[src/rtl/acc4_core.sv]
module acc4_core #(
  parameter int DW   = 16,
  parameter int OPW  = 10,
  parameter int NREG = 8,
  parameter int PCW  = 10
) (
  input  logic                    clk,
  input  logic                    rst_n,
  output logic [PCW-1:0]          imem_addr,
  input  logic [OPW+2:0]          imem_data,
  output logic [OPW-1:0]          dmem_addr,
  input  logic [DW-1:0]           dmem_rdata,
  input  logic                    rf_wr_en,
  input  logic [$clog2(NREG)-1:0] rf_wr_idx,
  input  logic [DW-1:0]           rf_wr_data,
  input  logic [$clog2(NREG)-1:0] rf_rd_idx,
  output logic [DW-1:0]           rf_rd_data,
  output logic [DW-1:0]           acc,
  output logic                    div0_err,
  output logic                    illegal_err
);
  localparam int IW  = OPW + 3;
  localparam int RIW = $clog2(NREG);

  typedef enum logic [1:0] {ST_FETCH, ST_READ, ST_EXEC} phase_t;

  phase_t          phase;
  logic [PCW-1:0]  pc;
  logic [IW-1:0]   ir;
  logic [DW-1:0]   reg_opnd;
  logic [DW-1:0]   regs [NREG];

  always_ff @(posedge clk)
    if (rf_wr_en) regs[rf_wr_idx] <= rf_wr_data;

  assign rf_rd_data = regs[rf_rd_idx];
  assign imem_addr  = pc;
  assign dmem_addr  = imem_data[OPW-1:0];

  logic [1:0]     opc;
  logic           direct;
  logic [OPW-1:0] field;
  logic [DW-1:0]  src, sum, dif, mul_lo, quo, result;
  logic           malformed, zero_div;

  assign opc       = ir[IW-1:IW-2];
  assign direct    = ir[IW-3];
  assign field     = ir[OPW-1:0];
  assign src       = direct ? dmem_rdata : reg_opnd;
  assign malformed = !direct && (field[OPW-1:RIW] != '0);
  assign zero_div  = (opc == 2'b11) && (src == '0);
  assign sum       = acc + src;
  assign dif       = acc - src;
  assign mul_lo    = acc * src;
  assign quo       = (src == '0) ? acc : acc / src;

  always_comb begin
    case (opc)
      2'b00:   result = sum;
      2'b01:   result = dif;
      2'b10:   result = mul_lo;
      default: result = quo;
    endcase
  end

  always_ff @(posedge clk or negedge rst_n) begin
    if (!rst_n) begin
      phase       <= ST_FETCH;
      pc          <= '0;
      ir          <= '0;
      reg_opnd    <= '0;
      acc         <= '0;
      div0_err    <= 1'b0;
      illegal_err <= 1'b0;
    end else begin
      case (phase)
        ST_FETCH: phase <= ST_READ;
        ST_READ: begin
          ir       <= imem_data;
          reg_opnd <= regs[imem_data[RIW-1:0]];
          phase    <= ST_EXEC;
        end
        default: begin
          if (malformed)     illegal_err <= 1'b1;
          else if (zero_div) div0_err    <= 1'b1;
          else               acc         <= result;
          pc    <= pc + PCW'(1);
          phase <= ST_FETCH;
        end
      endcase
    end
  end
endmodule


[config.mk]
export PLATFORM = sky130hd
export DESIGN_NAME = acc4_core
export DESIGN_NICKNAME = d
export VERILOG_FILES = /design/src/rtl/acc4_core.sv
export SDC_FILE = /design/constraint.sdc
export NUM_CORES = 1
export LEC_CHECK = 0
export CORE_MARGIN = 4
export CORE_UTILIZATION = 65
export DETAILED_ROUTE_END_ITERATION = 8
export PLACE_DENSITY_LB_ADDON = 0.3
export SLEW_MARGIN = 0
export SYNTH_ARGS = -nofsm -noshare
export SYNTH_HDL_FRONTEND = slang
export SYNTH_SLANG_ARGS = --single-unit
[constraint.sdc]
create_clock -name clk -period 92.9 [get_ports clk]
set_input_delay 13.935 -clock clk [delete_from_list [all_inputs] [get_ports clk]]
set_output_delay 13.935 -clock clk [all_outputs]
set_load 0.005 [all_outputs]
Word level (Yosys, flattened, before mapping)
Memory sizes are Yosys's and may differ from the RTL's. A register that Yosys moved wholly into a read port is not among the register bits.
Cells that the tools add are included.
{"block": "word_totals", "reg_bits": 43, "ramBits": 128, "input_bits": 54, "out_inout_bits": 54, "elab_cells": 38, "n_memories": 1}
{"memory": "regs", "words": 8, "word_bits": 16, "rd": 2, "rd_ports_with_merged_regs": 1, "write_ports": 1, "line_no": "31", "rtl": "logic [DW-1:0] regs [NREG];"}
{"block": "classes", "n_addsub": 3, "mul": 1, "div_mod_pow": 1, "n_eq_ne": 5, "mux": 6, "bitwise_logic": 3, "reduce_logical": 12}
{"cell": "one-hot mux 16 bit (3 select lines)", "n": 1}
{"cell": "2-to-1 mux 16 bit", "n": 2}
{"cell": "adder 16 bit", "n": 1}
{"cell": "divider 16 x 16 -> 16 bit", "n": 1}
{"cell": "zero test 16 bit", "n": 1}
{"cell": "multiplier 16 x 16 -> 16 bit", "n": 1}
{"cell": "subtractor 16 bit", "n": 1}
{"cell": "adder 10 x 1 -> 10 bit, second input constant", "n": 1}
{"cell": "nonzero test 7 bit", "n": 1}
{"cell": "equality test 2 x 1 -> 1 bit, second input constant", "n": 2}
{"cell": "equality test 2 bit, second input constant", "n": 2}
{"cell": "zero test 2 bit", "n": 2}
{"cell": "!= test 4 x 1 -> 1 bit, second input constant", "n": 1}
{"cell": "one-hot mux 2 bit (2 select lines)", "n": 1}
{"cell": "AND reduction 4 bit", "n": 1}
{"cell": "inverter 1 bit", "n": 3}
{"cell": "AND reduction 3 bit", "n": 1}
{"cell": "logical AND 1 bit", "n": 2}
{"cell": "zero test 1 bit", "n": 2}
{"cell": "2-to-1 mux 1 bit", "n": 2}
{"cell": "AND reduction 2 bit", "n": 1}
{"cell": "OR reduction 2 bit", "n": 1}

Depth between registers and ports, before layout
{"block": "depth", "depth_word": 5, "mapped_depth": 139}

Least setup slack after synthesis
No wires, ideal clock.
{"block": "synth_timing", "path_kind": "input-to-reg", "startpoint": "input dmem_rdata[0]", "endpoint": "register acc[0]", "setup_time_ns": 0.127, "arrival_ns": 41.912, "setup_slack_ns": 50.860, "cell_stages": 119, "n_path_buf": 8, "cell_sequence": "mux2i_1 > ha_1 > nor2_1 > nor2_1 > nand2_1 > nand2_1 > o21ai_0 > ha_1 > or4b_2 > nand2_1 > nor2_1 > a22o_1 > ha_1 > o211a_1 > o21ai_0 > nor2_1 > mux2_2 > ha_1 > [83 not listed] > a21o_1 > nor3_1 > a21oi_1 > a221o_1 > a2111oi_0 > nor3_1 > a41oi_1 > clkbuf_1 > mux2_2 > ha_1 > a21o_1 > a21o_1 > a21o_1 > a21o_1 > a21o_1 > a21o_1 > a31oi_1 > o21ai_0"}
{"block": "synth_via", "elab_chain_len": 5}
{"item": "start, declared", "line_no": "12", "rtl": "input logic [DW-1:0] dmem_rdata,"}
{"item": "2-to-1 mux 16 bit (*)", "line_no": "49", "rtl": "assign src = direct ? dmem_rdata : reg_opnd;"}
{"item": "parallel branches: the longest is 4 deep, another holds divider 16 x 16 -> 16 bit"}
{"item": "end signal, assigned", "line_no": "86", "rtl": "else acc <= result;"}
{"item": "end, declared", "line_no": "18", "rtl": "output logic [DW-1:0] acc,"}
Mark *: on every way between the ends. The select of a mux whose other input is x is not followed.
A chain may end at the register's enable or synchronous reset.

Worst setup path in the final report
{"block": "layout_timing", "startpoint": "input dmem_rdata[13]", "endpoint": "register acc[0]"}
The elaborated chain is that of the path after synthesis.

==> impl_metrics.tcl <==
set metrics [dict create \
    cts_tree "done" \
    fin_nets 2516 \
    synth_compound_area_frac 0.151 \
    worst_pin_slew_ns 1.25 \
    synth.top_cell.area_share 0.189 \
    drt_iter0_drc 1825 \
    dp_hpwl_mm 45.7 \
    cts-root-buf "clkbuf_16" \
    netlist_top_cells_area "edfxtp_1 19%, ha_1 13%, fa_1 8.0%" \
    detail-route-antenna-nets 0 \
    hold_slack_ns 0.469 \
    wl_mm 65.1 \
    r2r_cells 115 \
    slew_viol_final 0 \
    vias_per_cell 6.89 \
    synth_fa_ha_area_frac 0.207 \
    cts_sinks 184 \
    dp.cells 2552 \
    synth.area.mux_share 0.127 \
    rsz0062_at_grt "no" \
    crit_path_top_delay_cell "a21oi_1" \
    clockBufferDepth 2 \
    num_rows 64 \
    io_pins 108 \
    avgSynthCellArea_um2 9.63 \
    finalHoldViolations 0 \
    grt_pass1_vias 18000 \
    synth-xor-area-share 0.0645 \
    async_flop_share 0.304 \
    cts_buffers 17 \
    htree_levels 4 \
    grt_overflow 0 \
    synth_seq_cells 184 \
    die_area_um2 34100 \
    tns_ns 0 \
    place_ws_ns 46.49 \
    synth_top_area_cell "edfxtp_1" \
    vias 17800 \
    n_fill_cell 2157 \
    grt_max_degree 57 \
    io_buffers 107 \
    ctsHoldBuffers 0 \
    synth_seq_area_share 0.258 \
    die_h_um 185 \
    drc 0 \
    yosysUniqueCellTypes 96 \
    fmax_ghz 0.0214 \
    crit_type "primary input to flop" \
    synth_area_um2 20300 \
    hp-class "flop to flop" \
    routabilityCongestion 1.01 \
    instances_no_fill 2584 \
    synth_flop_cell "edfxtp_1" \
    start_util 0.662 \
    status "complete, no violations" \
    max_cap_violations 0 \
    setup_violations 0 \
    yosys-top-cells-count "206 x ha_1, 202 x nand2_1, 168 x nor2_1" \
    die_x_um 185 \
    cts.repair.resized 0 \
    clock_skew_ns 0.00822 \
    synth_most_common_cell "ha_1" \
    worstSetupStartpointType "primary input" \
    core_area_um2 30700 \
    yosysWarningCount 0 \
    diodes 0 \
    cp_common_cell "ha_1" \
    antenna_found_initial 1 \
    worst_slack_ns 46.09 \
    track_usage 0.384 \
    synth_edf_count 128 \
    cp_max_fo 23 \
    clkSlewWorstSetupHoldPaths_ns 0.07 \
    drive_above_1_share 0.112 \
    synthSimpleGateAreaFrac 0.142 \
    wl_per_cell_um 25.2 \
    syn_nets 2449 \
    post_cts_buffers 0 \
    period_share 0.504 \
    crit_path_max_incr_delay_ns 1.01 \
    grt_pass1_wl_mm 100 \
    synth_top_family_by_area "adder cells" \
    clk_latency_ns 0.44 \
    area_growth_pct 9.87 \
    slew_headroom 0.163 \
    drtPass1Iterations 5 \
    critPathArrivalTime_ns 47.13 \
    required_ns 93.23 \
    whs_path_depth 1 \
    fin_crit_ns 46.81 \
    syn_inst 2108 \
    end_kind "flop" \
]
-- sequential cells by signal, summed over array words and instances (netlist names) --
name         flops
reg_opnd        16
div0_err         1
acc             16
illegal_err      1
ir              10
phase            2
imem_addr       10
regs           128
-- worst max-delay path: cells and delay by family --
kind            cells  cell delay (ns)
buf+inv             4             0.73
fa+ha+maj          15             4.41
compound gates     56            17.34
mux                 7             2.86
simple gates       33             7.82
-- metal layers --
layer | wire (um) | up-vias | track usage
met2 | 30600 | 1119 | 0.632
met1 | 23300 | 8580 | 0.467
li1 | - | 7792 | -
met3 | 6390 | 310 | 0.0776
met5 | 13 | - | 0
met4 | 4680 | 2 | 0.233
-- cell usage in the layout, fill, tap and decap left out, drive strengths merged, types with 81 or more instances in the layout --
master	synthesis	routed
a21oi	106	106
clkdlybuf4s50	0	104
edfxtp	128	128
fa	81	81
ha	206	206
inv	163	167
nand2	202	202
nor2	168	168
o21ai	88	88
xnor2	106	106
-- area by class of cell --
cell class	count	area [um2]	share of cell area
Clock buffer	20	437	0.0196
Clock inverter	12	141	0.00634
Sequential cell	184	5250	0.235
Tap cell	396	495	0.0222
Inverter	165	619	0.0278
Timing Repair Buffer	143	1330	0.0595
Multi-Input combinational cell	1664	14000	0.630
-- metrics by stage --
| stage | cell area, um2 | util |
|---|---|---|
| 4_1_cts | 22300 | 0.727 |
| 2_1_floorplan | 20300 | - |
| 3_5_place_dp | 21700 | 0.708 |
| 3_3_place_gp | 21700 | 0.708 |
| 6_report | 22300 | 0.727 |
| 5_1_grt | 22300 | 0.727 |
-- cells by family after synthesis --
family | Yosys count
and+or+nand+nor | 607
muxes | 167
AOI/OAI and AO/OA | 455
DFF | 184
xor gates and xnor gates | 148
buffers and inverters | 260
adders and majority gates | 287
-- final timing paths --
check | slack, ns | from | endpoint
max in group asynchronous | 78.64 | rst_n | acc[5]$_DFFE_PN0P_
min in group asynchronous | 13.68 | rst_n | imem_addr[3]$_DFFE_PN0N_
min | 0.47 | imem_addr[9]$_DFFE_PN0N_ | imem_addr[9]$_DFFE_PN0N_
max | 46.09 | dmem_rdata[13] | acc[0]$_DFFE_PN0P_
min reg2reg | 0.47 | imem_addr[9]$_DFFE_PN0N_ | imem_addr[9]$_DFFE_PN0N_
max reg2reg | 59.20 | ir[10]$_DFFE_PN0P_ | acc[0]$_DFFE_PN0P_
Power is left out: the tool's default activity adds up to more than one toggle a clock period on the data nets, which glitch-free logic cannot reach.
